### src/rtl/stld_pkg.sv
package stld_pkg;

  // Strobes from the control half to the storage half.
  typedef struct packed {
    logic clrAll;     // empty every entry this edge
    logic wrEn;       // write the entry selected by the index
    logic anyStored;  // at least one entry is live
  } stld_strb_t;

  // Size code to byte count; codes beyond 4 saturate at 16 bytes.
  function automatic logic [4:0] sizeBytes(input logic [2:0] code);
    logic [4:0] res;
    if (code > 3'd4) res = 5'd16;
    else             res = 5'd1 << code;
    return res;
  endfunction

endpackage

### src/rtl/stld_ctrl.sv
module stld_ctrl
  import stld_pkg::*;
#(
  parameter int DEPTH = 4,
  localparam int CNT_W = $clog2(DEPTH + 1),
  localparam int IDX_W = (DEPTH > 1) ? $clog2(DEPTH) : 1
) (
  input  logic             clk,
  input  logic             rstN,
  input  logic             groupEnd,
  input  logic             stCommit,
  output stld_strb_t       strb,
  output logic [IDX_W-1:0] wrIdx,
  output logic [CNT_W-1:0] storeCnt
);

  localparam logic [CNT_W-1:0] CNT_MAX = CNT_W'(DEPTH);

  logic [CNT_W-1:0] cnt;
  logic             roomLeft;

  assign roomLeft = (cnt < CNT_MAX);

  always_ff @(posedge clk) begin
    if (!rstN)                       cnt <= '0;
    else if (groupEnd)               cnt <= '0;
    else if (stCommit && roomLeft)   cnt <= cnt + CNT_W'(1);
  end

  always_comb begin
    strb.clrAll    = groupEnd;
    strb.wrEn      = stCommit && !groupEnd && roomLeft;
    strb.anyStored = (cnt != '0);
  end

  assign wrIdx    = IDX_W'(cnt);
  assign storeCnt = cnt;

endmodule

### src/rtl/stld_match.sv
module stld_match #(
  parameter int VAL_W = 16,
  localparam int OP_W  = VAL_W + 2,
  localparam int SUM_W = VAL_W + 1
) (
  input  logic [OP_W-1:0] sOpA,
  input  logic [OP_W-1:0] sOpB,
  input  logic [4:0]      sBytes,
  input  logic [OP_W-1:0] lOpA,
  input  logic [OP_W-1:0] lOpB,
  input  logic [4:0]      lBytes,
  output logic            hit
);

  function automatic logic sameOp(input logic [OP_W-1:0] x, input logic [OP_W-1:0] y);
    return x[OP_W-1] && y[OP_W-1] && (x[OP_W-2:0] == y[OP_W-2:0]);
  endfunction

  logic             inOrder, swapped, baseEq, bothConst, rangeHit;
  logic [SUM_W-1:0] sOff, lOff, sEnd, lEnd;

  always_comb begin
    inOrder   = sameOp(lOpA, sOpA) && sameOp(lOpB, sOpB);
    swapped   = sameOp(lOpA, sOpB) && sameOp(lOpB, sOpA);
    baseEq    = sameOp(lOpB, sOpB);
    bothConst = sOpA[OP_W-1] && sOpA[OP_W-2] && lOpA[OP_W-1] && lOpA[OP_W-2];
    sOff      = {1'b0, sOpA[VAL_W-1:0]};
    lOff      = {1'b0, lOpA[VAL_W-1:0]};
    sEnd      = sOff + SUM_W'(sBytes);
    lEnd      = lOff + SUM_W'(lBytes);
    if (sOff < lOff) rangeHit = (sEnd > lOff);
    else             rangeHit = (lEnd > sOff);
    hit = inOrder || swapped || (baseEq && bothConst && rangeHit);
  end

endmodule

### src/rtl/stld_table.sv
module stld_table
  import stld_pkg::*;
#(
  parameter int DEPTH  = 4,
  parameter int VAL_W  = 16,
  localparam int OP_W  = VAL_W + 2,
  localparam int IDX_W = (DEPTH > 1) ? $clog2(DEPTH) : 1
) (
  input  logic             clk,
  input  logic             rstN,
  input  stld_strb_t       strb,
  input  logic [IDX_W-1:0] wrIdx,
  input  logic [2:0]       stSize,
  input  logic [OP_W-1:0]  stOpA,
  input  logic [OP_W-1:0]  stOpB,
  input  logic             ldCheck,
  input  logic [2:0]       ldSize,
  input  logic [OP_W-1:0]  ldOpA,
  input  logic [OP_W-1:0]  ldOpB,
  output logic             hazard
);

  logic [OP_W-1:0] entA   [DEPTH];
  logic [OP_W-1:0] entB   [DEPTH];
  logic [4:0]      entSz  [DEPTH];
  logic [DEPTH-1:0] entLive;
  logic [DEPTH-1:0] entHit;
  logic [4:0]      ldBytes;

  assign ldBytes = sizeBytes(ldSize);

  for (genvar g = 0; g < DEPTH; g++) begin : gEntry
    always_ff @(posedge clk) begin
      if (!rstN || strb.clrAll) begin
        entLive[g] <= 1'b0;
      end else if (strb.wrEn && (wrIdx == IDX_W'(g))) begin
        entLive[g] <= 1'b1;
        entA[g]    <= stOpA;
        entB[g]    <= stOpB;
        entSz[g]   <= sizeBytes(stSize);
      end
    end

    stld_match #(.VAL_W(VAL_W)) match_i (
      .sOpA  (entA[g]),
      .sOpB  (entB[g]),
      .sBytes(entSz[g]),
      .lOpA  (ldOpA),
      .lOpB  (ldOpB),
      .lBytes(ldBytes),
      .hit   (entHit[g])
    );
  end

  assign hazard = ldCheck && strb.anyStored && |(entHit & entLive);

endmodule

### src/rtl/stld_guard.sv
module stld_guard
  import stld_pkg::*;
#(
  parameter int DEPTH = 4,
  parameter int VAL_W = 16,
  localparam int OP_W  = VAL_W + 2,
  localparam int CNT_W = $clog2(DEPTH + 1),
  localparam int IDX_W = (DEPTH > 1) ? $clog2(DEPTH) : 1
) (
  input  logic            clk,
  input  logic            rstN,
  input  logic            groupEnd,
  input  logic            stCommit,
  input  logic [2:0]      stSize,
  input  logic [OP_W-1:0] stOpA,
  input  logic [OP_W-1:0] stOpB,
  input  logic            ldCheck,
  input  logic [2:0]      ldSize,
  input  logic [OP_W-1:0] ldOpA,
  input  logic [OP_W-1:0] ldOpB,
  output logic            hazard
);

  stld_strb_t       strb;
  logic [IDX_W-1:0] wrIdx;
  logic [CNT_W-1:0] storeCnt;

  stld_ctrl #(.DEPTH(DEPTH)) ctrl_i (
    .clk     (clk),
    .rstN    (rstN),
    .groupEnd(groupEnd),
    .stCommit(stCommit),
    .strb    (strb),
    .wrIdx   (wrIdx),
    .storeCnt(storeCnt)
  );

  stld_table #(.DEPTH(DEPTH), .VAL_W(VAL_W)) table_i (
    .clk    (clk),
    .rstN   (rstN),
    .strb   (strb),
    .wrIdx  (wrIdx),
    .stSize (stSize),
    .stOpA  (stOpA),
    .stOpB  (stOpB),
    .ldCheck(ldCheck),
    .ldSize (ldSize),
    .ldOpA  (ldOpA),
    .ldOpB  (ldOpB),
    .hazard (hazard)
  );

endmodule

### config.mk
export PLATFORM = sky130hd
export DESIGN_NAME = stld_guard
export DESIGN_NICKNAME = d
export VERILOG_FILES = /design/src/rtl/stld_pkg.sv /design/src/rtl/stld_ctrl.sv /design/src/rtl/stld_match.sv /design/src/rtl/stld_table.sv /design/src/rtl/stld_guard.sv
export SDC_FILE = /design/constraint.sdc
export NUM_CORES = 1
export LEC_CHECK = 0
export BUFFER_PORTS_ARGS = -buffer_cell sky130_fd_sc_hd__clkbuf_2
export CAP_MARGIN = 10
export CELL_PAD_IN_SITES_DETAIL_PLACEMENT = 0
export CELL_PAD_IN_SITES_GLOBAL_PLACEMENT = 2
export CORE_ASPECT_RATIO = 0.8
export CORE_MARGIN = 8
export CORE_UTILIZATION = 45
export CTS_CLUSTER_SIZE = 25
export DETAILED_ROUTE_END_ITERATION = 10
export GPL_ROUTABILITY_DRIVEN = 0
export HOLD_SLACK_MARGIN = 0.02
export PLACE_DENSITY_LB_ADDON = 0.1
export SETUP_SLACK_MARGIN = 0.3
export SLEW_MARGIN = 0
export SYNTH_ARGS = -nofsm -noshare
export SYNTH_HDL_FRONTEND = slang
export SYNTH_SLANG_ARGS = --single-unit
export TNS_END_PERCENT = 50
### constraint.sdc
create_clock -name clk -period 15.05 [get_ports clk]
set_input_delay 4.515 -clock clk [delete_from_list [all_inputs] [get_ports clk]]
set_output_delay 4.515 -clock clk [all_outputs]
set_load 0.1 [all_outputs]
# Word level (Yosys, flattened, before mapping)

Memories as Yosys holds them, arrays and structs flattened.
Cells that the tools add are included.

Add/subtract/negate cells: 6
Magnitude comparators: 15
Equality and inequality tests: 19
Shift-type cells: 2
Mux-type cells: 53
Bitwise logic cells: 2
Reductions and logical operators: 93

Operators by type and width:

| cell                                                                   | count |
|---|---|
| 17-bit equality test                                                   | 16 |
| 17-bit by 16-bit greater-than comparator with 1-bit output             | 8 |
| 18-bit 2-to-1 mux                                                      | 6 |
| 18-bit OR reduction                                                    | 6 |
| 16-bit by 5-bit adder with 17-bit output                               | 5 |
| 1-bit logical AND                                                      | 69 |
| 5-bit 2-to-1 mux                                                       | 13 |
| 16-bit < comparator                                                    | 4 |
| 1-bit 2-to-1 mux                                                       | 25 |
| 2-bit 2-to-1 mux                                                       | 9 |
| 5-bit OR reduction                                                     | 3 |
| 1-bit by 3-bit left shift with 5-bit output (first input constant)     | 2 |
| 1-bit logical OR                                                       | 9 |
| 3-bit greater-than comparator (second input constant)                  | 2 |
| 4-bit AND                                                              | 1 |
| 2-bit equality test (second input constant)                            | 2 |
| 4-bit OR reduction                                                     | 1 |
| 3-bit by 1-bit adder with 3-bit output (second input constant)         | 1 |
| 3-bit < comparator (second input constant)                             | 1 |
| 3-bit nonzero test                                                     | 1 |
| 2-bit by 1-bit equality test with 1-bit output (second input constant) | 1 |
| 1-bit zero test                                                        | 2 |
| 2-bit zero test                                                        | 1 |
| 2-bit OR reduction                                                     | 1 |
| 1-bit NOT                                                              | 1 |

Register bits: 7
RAM bits: 164
Input bits: 83
Output and inout bits: 1
Word-level logic and storage cells: 198
Memories kept: 3

Memories:

| name          | words | bits a word | rd ports | clocked after Yosys merged registers in | wr ports | line             | RTL |
|---|---|---|---|---|---|---|---|
| table_i.entA  | 4     | 18          | 4        | 0                                       | 1        | stld_table.sv:23 | `logic [OP_W-1:0] entA [DEPTH];` |
| table_i.entB  | 4     | 18          | 4        | 0                                       | 1        | stld_table.sv:24 | `logic [OP_W-1:0] entB [DEPTH];` |
| table_i.entSz | 4     | 5           | 4        | 0                                       | 1        | stld_table.sv:25 | `logic [4:0] entSz [DEPTH];` |

# Logic depth before layout (Yosys ltp)

Gate-level depths: netlist (run 1).

Word-level depth: 11
Mapped depth: 19
Mapped depth without buffers: 19

# Hierarchy

A second synthesis (run 1) with hierarchy kept.

Cells, all modules: 1540
Area, all modules: 15283.4 um2

By module, submodules not included:

| module                                      | instances | cells an instance | area each (um2) | seq. area each (um2) |
|---|---|---|---|---|
| stld_table                                  | 1         | 194               | 5177.5          | 5004.8 |
| stld_match at table_i.gEntry[2].match_i ... | 2         | 331               | 2484.9          | 0.0 |
| stld_match at table_i.gEntry[1].match_i     | 1         | 332               | 2482.4          | 0.0 |
| stld_match at table_i.gEntry[0].match_i     | 1         | 332               | 2471.1          | 0.0 |
| stld_ctrl                                   | 1         | 20                | 182.7           | 60.1 |

# Worst setup path after synthesis (run 1)

No wires, ideal clock.

Kind: input to output
Start point: input port ldOpA[1]
End point: output port hazard
Arrival time: 8653 ps
Required time: 10535 ps
Path slack: 1882 ps
Stages: 16
Buffers on the path: 1
Cell sequence: clkbuf_1 inv_1 fa_1 nor2b_4 o31ai_2 and2_1 or3_1 xnor2_1 ha_1 nand4_1 a211oi_1 a211oi_1 o221ai_1 a21oi_2 a2111o_1 a41oi_2

Longest elaborated chain between the ends: 8
Elaborated cells on any way between the ends: 56
Those cells by class: 1 x add/sub; 12 x order compare; 8 x eq/ne; 4 x mux; 1 x bitwise; 30 x reduce/logical

Ends and longest elaborated chain:

| element                                                                                         | line                               | RTL |
|---|---|---|
| from (decl)                                                                                     | stld_guard.sv:19                   | `input logic [OP_W-1:0] ldOpA,` |
| 16-bit by 5-bit adder with 17-bit output or 17-bit equality test (tied branches)                | stld_match.sv:30, stld_match.sv:16 |  |
| 17-bit by 16-bit greater-than comparator with 1-bit output or 1-bit logical AND (tied branches) | stld_match.sv:32, stld_match.sv:16 |  |
| 1-bit 2-to-1 mux, or another cell as far along                                                  | stld_match.sv:31                   | `if (sOff < lOff) rangeHit = (sEnd > lOff);` |
| 1-bit logical AND or 1-bit logical OR (tied branches)                                           | stld_match.sv:33                   | `hit = inOrder \|\| swapped \|\| (baseEq && bothConst && rangeHit);` |
| 1-bit logical OR                                                                                | stld_match.sv:33                   |  |
| 4-bit AND *                                                                                     | stld_table.sv:55                   | `assign hazard = ldCheck && strb.anyStored && \|(entHit & entLive);` |
| 4-bit OR reduction *                                                                            | stld_table.sv:55                   |  |
| 1-bit logical AND *                                                                             | stld_table.sv:55                   |  |
| to (decl)                                                                                       | stld_guard.sv:21                   | `output logic hazard` |

Mark *: on every way between the ends. The rest lies on a longest branch, timed or not.

# Final worst setup path (run 1)

Start point: input port ldOpA[0]
End point: output port hazard

Same word-level chain as after synthesis.

==> results of run 1 <==
## area by class of cell
type | instances | share of cell area
Inverter | 120 | 0.02862
Multi-Input combinational cell | 1058 | 0.5466
Clock buffer | 17 | 0.02703
Sequential cell | 171 | 0.3218
Clock inverter | 15 | 0.01328
Timing Repair Buffer | 89 | 0.02926
Tap cell | 420 | 0.03339
## placed cells by master, fill, tap and decap left out, types with 4 or more instances in the layout
cell type / n
o221ai_1: 4
a211oi_1: 13
and4_1: 12
fa_1: 5
xor2_1: 42
clkbuf_16: 17
o21bai_1: 9
edfxtp_1: 164
a21oi_1: 61
o2111ai_1: 6
and3_1: 8
dfxtp_1: 7
and3_2: 4
nor2b_1: 12
clkbuf_2: 83
buf_4: 6
nor2_1: 61
xnor2_1: 234
a21o_1: 19
nor4_1: 28
o211ai_1: 7
nor3_1: 23
nand3_1: 42
inv_1: 118
nand2_1: 43
a21boi_0: 4
clkinv_8: 6
inv_12: 4
o21ai_0: 36
or2_2: 5
nor3b_1: 5
nand4_1: 86
ha_1: 221
o21a_1: 6
nand2b_1: 7
a211o_1: 4
## worst max-delay path by stage
stage / depth (start not counted) / from / end / slack [ns]
2_1_floorplan: 16 / ldOpA[1] / hazard / 1.88
3_3_place_gp: 18 / ldOpA[0] / hazard / 1.47
3_5_place_dp: 18 / ldOpA[0] / hazard / 1.26
4_1_cts: 18 / ldOpA[0] / hazard / 1.25
5_1_grt: 18 / ldOpA[0] / hazard / 1.0
6_report: 18 / ldOpA[0] / hazard / 1.25
## report_power, final
part / internal, uW / switching [uW] / total (uW)
combinational: 73.2 / 127 / 200
clock: 231 / 239 / 471
sequential: 526 / 6.65 / 532
total: 830 / 373 / 1200
## sequential cells by signal (all words and copies together) (netlist names)
register,flops
table_i.entA,72
table_i.entLive,4
table_i.entSz,20
table_i.entB,72
ctrl_i.storeCnt,3
## logic make-up (layout without fill, tap and decap cells)
kind of cell             Yosys count  in the layout  share of synthesized area
flip-flops                       171            171                     0.3541
AO/OA/AOI/OAI                    200            200                    0.09377
buffers and inverters            158            241                    0.04479
XOR/XNOR                         276            276                     0.1690
AND/OR/NAND/NOR                  356            356                     0.1380
adder cells (fa/ha/maj)          226            226                     0.2003
## worst register-to-register path, delay by kind of cell, from the launching register on
| family | cells | cell delay, ns |
|---|---|---|
| simple gates | 2 | 1.18 |
| buf+inv | 1 | 0.50 |
| flops | 1 | 0.33 |
## metrics by stage
stage / std cells / util / area [sq um] / setup slack [ns] / total power, uW
2_1_floorplan: 1387 / - / 14300 / 1.882 / 664.7
3_3_place_gp: 1858 / 0.4818 / 15100 / 1.469 / 735.9
3_5_place_dp: 1858 / 0.4818 / 15100 / 1.261 / 736.0
4_1_cts: 1890 / 0.5020 / 15740 / 1.251 / 1202
5_1_grt: 1890 / 0.5020 / 15740 / 0.9983 / 1239
6_report: 1890 / 0.5020 / 15740 / 1.250 / 1203
## routing by layer
metal,GRT usage,vias to the layer above
met5,0,-
met4,0.08697,0
met3,0.08166,67
met2,0.3549,563
met1,0.4212,5431
li1,-,5226
==> run metrics, run 1 <==
M1 WL 25,680 um; initial drt markers 1,133; sequential cell area 5065 sq um; hold wc startpoint table_i.entLive[3]$_SDFFE_PN0P_; Area Overhead vs Synth 10.03%; port buffer count 83; post-DR wirelength/cell 28.17 um; Final Hold Vio Count 0; slowest stage delay, CP 0.52 ns; RSZ-0062 raised after global routing no; Synth Instances 1,387; number of H-tree levels 4; DRT Pass-1 Iters 5; Inserted Diodes 0; Main synth FF type edfxtp_1; Setup crit end kind primary output; Yosys reg bits 171; GR Overflow Total 0; FF-to-FF End table_i.entA[3][9]$_DFFE_PP_; R2R Setup Slk 12.65 ns; PwrDens 76.42 nW/um^2; DR WL met3 5739 um; layout net count 1,766; largest cells by area after synthesis edfxtp_1 34%, ha_1 19%, xnor2_1 14%; delay-heaviest family, CP compound AO/OA/AOI/OAI gates; initial antenna violation count 0; Post-synth ARST share 0; core box area 31,350 sq um; num rows 58; Fin Setup TNS 0 ns; Vias 11,287; multi-input logic area 8603 sq um; peak supply drop 0.00006854 V; Post-synth top cells 234 x xnor2_1, 221 x ha_1, 164 x edfxtp_1; number of buffers created by CTS 17; Netlist cell types 67; highest metal used met4; worst r2r src ctrl_i.storeCnt[2]$_SDFFE_PN0P_; DIE WIDTH 215.3 um; average size of a mapped cell 10.31 sq um; CTS max path bufs 2; CP startpoint kind input pin; WHS Path Cells 2; Max FO, Critical Path 13; Seq/Total Area, Yosys 0.3541; mapped cell area 14,300 sq um; HP Class register to register; WS Path Type input pin to primary output; Post-synth EDFFs 164; I/O pins 84; Routed Wire Length 53,250 um; routed vias/inst 5.972; worst hold margin 0.4818 ns; most numerous cell in the Yosys netlist xnor2_1; top cell type's share of synthesized area 0.3443; hold worst-path end table_i.entLive[3]$_SDFFE_PN0P_; Initial Util 0.4563; Final Max Slew Viols 0; WP data required 10.54 ns; vias in the first global route 10,517; final setup vio count 0; Final Cycle Share 0.9169; postcts setup bufs 0; max-cap check violation count 0; global-route wire length before repair 74,870 um; # hold bufs at CTS 0; Resized Gates After CTS 0; Die Area 37,780 sq um; number of routed nets with antenna violations 0; crit path time final 13.80 ns; clock skew 0.01199 ns; fill count 2,931; clk root buf clkbuf_16; CTS sink cnt 171; Arrival @ worst endpoint 9.28 ns; Clk Latency, worst-skew pair 0.45 ns; Residual DRC 0; relative slew slack 0.2663; Total GRT Usage 0.2743; highest clock rate 72.47 MHz; Ys Warns 0; clock-pin slew on the worst setup and hold paths 0.08 ns; largest net degree at the start of global routing 42; Yosys top cell by area edfxtp_1; Syn Nets 1,696; CTS tree done; layout cell share with drive strength beyond 1 0.1014; Reg2Reg Depth 3; met2 wire length 20,230 um; Worst-Margin Slew 1.093 ns; CP Buf/Inv Count 3; status finished, final reports clean; dpl hpwl 42,210 um; CP Cell Sequence clkbuf_2 > ha_1 > inv_1 > fa_1 > nor2b_4 > o31ai_2 > and2_1 > or3_1 > xnor2_1 > ha_1 > nand4_1 > a211oi_1 > a211oi_1 > o221ai_1 > a21oi_2 > a2111o_1 > a41oi_2 > clkbuf_2; slowest CP cell clkbuf_2; leakage 0.006210 uW; Die Ht 175.5 um
Note: power is estimated with default switching activity, not from simulation.
==> run 2, diff against run 1 <==
--- a/config.mk
+++ b/config.mk
@@ -7,16 +7,14 @@
 export LEC_CHECK = 0
 export BUFFER_PORTS_ARGS = -buffer_cell sky130_fd_sc_hd__clkbuf_2
 export CAP_MARGIN = 10
-export CELL_PAD_IN_SITES_DETAIL_PLACEMENT = 0
-export CELL_PAD_IN_SITES_GLOBAL_PLACEMENT = 2
 export CORE_ASPECT_RATIO = 0.8
 export CORE_MARGIN = 8
-export CORE_UTILIZATION = 45
+export CORE_UTILIZATION = 65
 export CTS_CLUSTER_SIZE = 25
 export DETAILED_ROUTE_END_ITERATION = 10
 export GPL_ROUTABILITY_DRIVEN = 0
 export HOLD_SLACK_MARGIN = 0.02
-export PLACE_DENSITY_LB_ADDON = 0.1
+export PLACE_DENSITY = 0.84
 export SETUP_SLACK_MARGIN = 0.3
 export SLEW_MARGIN = 0
 export SYNTH_ARGS = -nofsm -noshare
==> run metrics, run 2 (synthesized netlist as in run 1, its figures left out) <==
Final Hold Vio Count 0 (unchanged); global-route wire length before repair 69,820 um (-6.7%); Reg2Reg Depth 2 (-1); Final Cycle Share 0.9214 (+0.004431); num rows 48 (-17%); CTS tree done; post-DR wirelength/cell 27.21 um (-3.4%); Max FO, Critical Path 13 (unchanged); Inserted Diodes 0 (unchanged); CTS max path bufs 2 (unchanged); clock share of power 0.384 (-0.007); WHS Path Cells 1 (-1); layout net count 1,762 (-0.23%); layout cell share with drive strength beyond 1 0.09823 (-0.003134); port buffer count 83 (unchanged); slowest CP cell a2111oi_1; final setup vio count 0 (unchanged); number of H-tree levels 4 (unchanged); Routed Wire Length 47,380 um (-11%); worst r2r src ctrl_i.storeCnt[2]$_SDFFE_PN0P_; Residual DRC 0 (unchanged); dpl hpwl 35,550 um (-16%); RSZ-0062 raised after global routing no; Initial Util 0.6634 (+0.2072); CP startpoint kind input pin; clk root buf clkbuf_16; Arrival @ worst endpoint 9.35 ns (+0.07 ns); routed vias/inst 6.962 (+17%); Total GRT Usage 0.3468 (+0.07246); crit path time final 13.87 ns (+0.06668 ns); delay-heaviest family, CP compound AO/OA/AOI/OAI gates; most common cell after layout, fill and taps aside xnor2_1; slowest stage delay, CP 0.65 ns (+0.13 ns); switching power 353.3 uW (-5.2%); Worst-Margin Slew 1.420 ns (+0.3273 ns); Pwr Total 1178 uW (-2.1%); largest registers table_i.entA (72), table_i.entB (72), table_i.entSz (20); Die Ht 148.7 um (-15%); Critical Path Stages 18 (unchanged); Core Util, Final 0.7184 (+0.2164); Pint 824.7 uW (-0.66%); hold wc startpoint ctrl_i.storeCnt[2]$_SDFFE_PN0P_; postcts setup bufs 0 (unchanged); Vias 12,121 (+7.4%); relative slew slack 0.04662 (-0.2197); PwrDens 76.05 nW/um^2 (-0.48%); fill count 1,469 (-50%); # hold bufs at CTS 0 (unchanged); Fin Setup TNS 0 ns (unchanged); Comb power frac 0.164 (-0.002); WP data required 10.54 ns (about the same); peak supply drop 0.0001079 V (+57%); Setup crit end kind primary output; Resized Gates After CTS 0 (unchanged); CP Buf/Inv Count 3 (unchanged); status finished, final reports clean; commonest cells after routing, fill and taps aside 234 x xnor2_1, 221 x ha_1, 164 x edfxtp_1, 118 x inv_1, 86 x nand4_1; WS Path Type input pin to primary output; CTS sink cnt 171 (unchanged); HP Class register to register; crit path from ldOpA[0]; vias in the first global route 12,102 (+15%); core box area 21,560 sq um (-31%); largest net degree at the start of global routing 43 (+2.4%); clock skew 0.01274 ns (+0.0007493 ns); DIE WIDTH 181.9 um (-16%); Clk Latency, worst-skew pair 0.45 ns (about the same); Placed Instances 1,709 (-8.0%); Die Area 27,040 sq um (-28%); leakage 0.006179 uW (-0.50%); Seq pwr share 0.452 (+0.009); clock-pin slew on the worst setup and hold paths 0.08 ns (about the same); GR Overflow Total 0 (unchanged); initial drt markers 1,668 (+47%); I/O pins 84 (unchanged); highest clock rate 72.12 MHz (-0.48%); number of buffers created by CTS 17 (unchanged); max-cap check violation count 0 (unchanged); number of routed nets with antenna violations 0 (unchanged); CP Cell Sequence clkbuf_2 > ha_1 > inv_1 > fa_1 > nor2b_4 > o31ai_2 > and2_1 > or3_1 > xnor2_1 > ha_1 > and4_1 > o211ai_1 > o211ai_1 > a211oi_1 > o21bai_1 > a2111oi_1 > a41oi_2 > clkbuf_2; Final Max Slew Viols 0 (unchanged); initial antenna violation count 0 (unchanged); DRT Pass-1 Iters 8 (+3); non-filler instance count after layout 1,741 (-7.9%); Area Overhead vs Synth 8.293%; Net Sw Frac 0.2999 (-0.009862)
## run 2: through the flow
stage	area [sq um]	setup slack, ns	hold WS [ns]
detailed placement	14890	1.473	0.4639
global route	15490	1.163	0.5126
finish	15490	1.184	0.4821
floorplan	14300	1.882	0.4364
CTS	15490	1.457	0.4817
global placement	14890	1.619	0.4532
## run 2: worst reg2reg max path, delay by kind of cell, from the launching register on
kind	cells	cell delay, ns
AND/OR/NAND/NOR	2	1.65
flip-flops	1	0.32
## run 2: per-layer routing
metal  GRT usage  part of all wire
met4      0.2185             0.071
met5           0                 0
met2      0.5255              0.42
met3      0.1197              0.15
met1      0.4196              0.36
## run 2: final cells by class
| class | count | area, sq um | area share |
|---|---|---|---|
| clock buffers | 18 | 429.2 | 0.02771 |
| clock inverters | 14 | 167.7 | 0.01082 |
| inverters | 120 | 450.4 | 0.02908 |
| multi-input cells | 1058 | 8603 | 0.5554 |
| flip-flops and latches | 171 | 5065 | 0.3270 |
| well taps | 275 | 344.1 | 0.02221 |
| repair buffers | 85 | 430.4 | 0.02779 |
## run 2: power by group through the flow
stage                     Combinational, uW  Clock, uW  Sequential (uW)
after floorplan                         124          0              540
after global routing                    207        470              533
after global placement                  174          0              543
final                                   193        452              533
after detailed placement                181          0              543
after CTS                               184        453              532
## run 2: worst paths after layout
path / end / slack [ns]
worst max register to register: table_i.entA[0][4]$_DFFE_PP_ / 12.65
worst min register to register: ctrl_i.storeCnt[2]$_SDFFE_PN0P_ / 0.48
worst max-delay path: hazard / 1.18
worst min-delay path: ctrl_i.storeCnt[2]$_SDFFE_PN0P_ / 0.48
==> run 3, diff against run 2 <==
--- a/config.mk
+++ b/config.mk
@@ -5,7 +5,7 @@
 export SDC_FILE = /design/constraint.sdc
 export NUM_CORES = 1
 export LEC_CHECK = 0
-export BUFFER_PORTS_ARGS = -buffer_cell sky130_fd_sc_hd__clkbuf_2
+export BUFFER_PORTS_ARGS = -buffer_cell sky130_fd_sc_hd__buf_2
 export CAP_MARGIN = 10
 export CORE_ASPECT_RATIO = 0.8
 export CORE_MARGIN = 8
==> run metrics, run 3 (synthesized netlist as in run 1, its figures left out) <==
status finished, final reports clean; layout net count 1,762 (unchanged); clock skew 0.01033 ns (-0.002403 ns); crit path time final 13.59 ns (-0.2809 ns); Die Ht 148.7 um (unchanged); Pwr Total 1174 uW (-0.33%); initial antenna violation count 0 (unchanged); largest registers table_i.entA (72), table_i.entB (72), table_i.entSz (20); WP data required 10.54 ns (about the same); Vias 12,060 (-0.50%); FF-to-FF End table_i.entA[0][4]$_DFFE_PP_; DIE WIDTH 181.9 um (unchanged); Area Overhead vs Synth 8.310% (about the same); max-cap check violation count 0 (unchanged); most common cell after layout, fill and taps aside xnor2_1; HP Class register to register; WS Path Type input pin to primary output; WHS Path Cells 1 (unchanged); worst hold margin 0.4842 ns (+0.002150 ns); CTS sink cnt 171 (unchanged); Total GRT Usage 0.3451 (-0.001718); clk root buf clkbuf_16; RSZ-0062 raised after global routing no; Residual DRC 0 (unchanged); highest clock rate 73.61 MHz (+2.1%); fill count 1,538 (+4.7%); leakage 0.006162 uW (-0.28%); Setup crit end kind primary output; CP startpoint kind input pin; Core Util, Final 0.7185 (about the same); core box area 21,560 sq um (unchanged); largest net degree at the start of global routing 42 (-2.3%); Final Hold Vio Count 0 (unchanged); number of buffers created by CTS 17 (unchanged); Final Max Slew Viols 0 (unchanged); num rows 48 (unchanged); clock-pin slew on the worst setup and hold paths 0.07 ns (about the same); Fin Setup TNS 0 ns (unchanged); number of routed nets with antenna violations 0 (unchanged); CTS max path bufs 2 (unchanged); Initial Util 0.6634 (unchanged); layout cell share with drive strength beyond 1 0.09823 (unchanged); Resized Gates After CTS 0 (unchanged); dpl hpwl 35,750 um (+0.57%); initial drt markers 1,469 (-12%); Clk Latency, worst-skew pair 0.46 ns (about the same); multi-input logic area 8603 sq um (unchanged); vias in the first global route 12,208 (+0.88%); global-route wire length before repair 69,550 um (-0.39%); final setup vio count 0 (unchanged); Routed Wire Length 46,650 um (-1.5%); post-DR wirelength/cell 26.78 um (-1.6%); routed vias/inst 6.923 (-0.56%); relative slew slack 0.2721 (+0.2255); postcts setup bufs 0 (unchanged); Reg2Reg Depth 2 (unchanged); GR Overflow Total 0 (unchanged); PwrDens 75.79 nW/um^2 (-0.34%); CTS tree done; number of H-tree levels 4 (unchanged); DRT Pass-1 Iters 9 (+1); Die Area 27,040 sq um (unchanged); sequential cell area 5065 sq um (unchanged); crit path from ldOpA[0]; Critical Path End hazard; I/O pins 84 (unchanged); commonest cells after routing, fill and taps aside 234 x xnor2_1, 221 x ha_1, 164 x edfxtp_1, 118 x inv_1, 86 x nand4_1; Arrival @ worst endpoint 9.07 ns (-0.28 ns); Max FO, Critical Path 13 (unchanged); Worst-Margin Slew 1.092 ns (-0.3286 ns); Final Cycle Share 0.9027 (-0.01867); port buffer count 83 (unchanged); # hold bufs at CTS 0 (unchanged); peak supply drop 0.0001246 V (+15%); worst r2r src ctrl_i.storeCnt[2]$_SDFFE_PN0P_; R2R Setup Slk 12.70 ns (+0.05 ns)
## run 3: cell types whose count changed in the layout (fill, tap and decap cells not counted), sizes merged
cell	change
buf	+83
diode	+1
clkbuf	-83
## run 3: worst min-delay path by stage
stage                                                from                         endpoint  slack, ns
after floorplan           table_i.entLive[0]$_SDFFE_PN0P_  table_i.entLive[0]$_SDFFE_PN0P_       0.44
after CTS                 table_i.entLive[1]$_SDFFE_PN0P_  table_i.entLive[1]$_SDFFE_PN0P_       0.48
final                     ctrl_i.storeCnt[2]$_SDFFE_PN0P_  ctrl_i.storeCnt[2]$_SDFFE_PN0P_       0.48
after global placement    table_i.entLive[1]$_SDFFE_PN0P_  table_i.entLive[1]$_SDFFE_PN0P_       0.45
after detailed placement  table_i.entLive[1]$_SDFFE_PN0P_  table_i.entLive[1]$_SDFFE_PN0P_       0.47
after global routing      table_i.entLive[1]$_SDFFE_PN0P_  table_i.entLive[1]$_SDFFE_PN0P_       0.49
## run 3: report_power, final
group          internal (uW)  leakage (uW)  switching (uW)  total [uW]
clock network            226      0.000293             223         449
logic                   73.5       0.00432             118         192
registers                526       0.00155            7.08         533
total                    825       0.00616             349        1170
## run 3: per-layer routing
| layer | up-vias | global-route usage | part of all wire | wire (um) |
|---|---|---|---|---|
| met1 | 5708 | 0.4053 | 0.36 | 16580 |
| met2 | 880 | 0.5244 | 0.44 | 20390 |
| met5 | - | 0 | 0 | 0 |
| met3 | 260 | 0.1204 | 0.14 | 6318 |
| li1 | 5212 | - | - | - |
| met4 | 0 | 0.2447 | 0.072 | 3351 |
## run 3: area by class of cell
class                   count  area share
multi-input cells        1058      0.5553
flip-flops and latches    171      0.3269
inverters                 120     0.02907
repair buffers             85     0.02778
clock buffers              18     0.02770
well taps                 275     0.02221
clock inverters            14     0.01082
diodes                      1   0.0001615
## run 3: stage by stage
stage                     setup slack [ns]  instances  instance area, sq um
after floorplan                      1.882       1387                 14300
after global placement               1.732       1709                 14890
after detailed placement             1.605       1709                 14890
after CTS                            1.594       1741                 15490
after global routing                 1.148       1741                 15490
final                                1.465       1742                 15490
## run 3: worst max-delay path, cell delays in order
cell and delay (ns):
buf_2 0.33, ha_1 0.25, inv_1 0.07, fa_1 0.43, nor2b_4 0.15, o31ai_2 0.08, and2_1 0.19, or3_1 0.36
xnor2_1 0.39, ha_1 0.36, and4_1 0.23, o211ai_1 0.08, o211ai_1 0.11, a211oi_1 0.24, o21bai_1 0.11, a2111oi_1 0.55
a41oi_2 0.25, buf_2 0.36
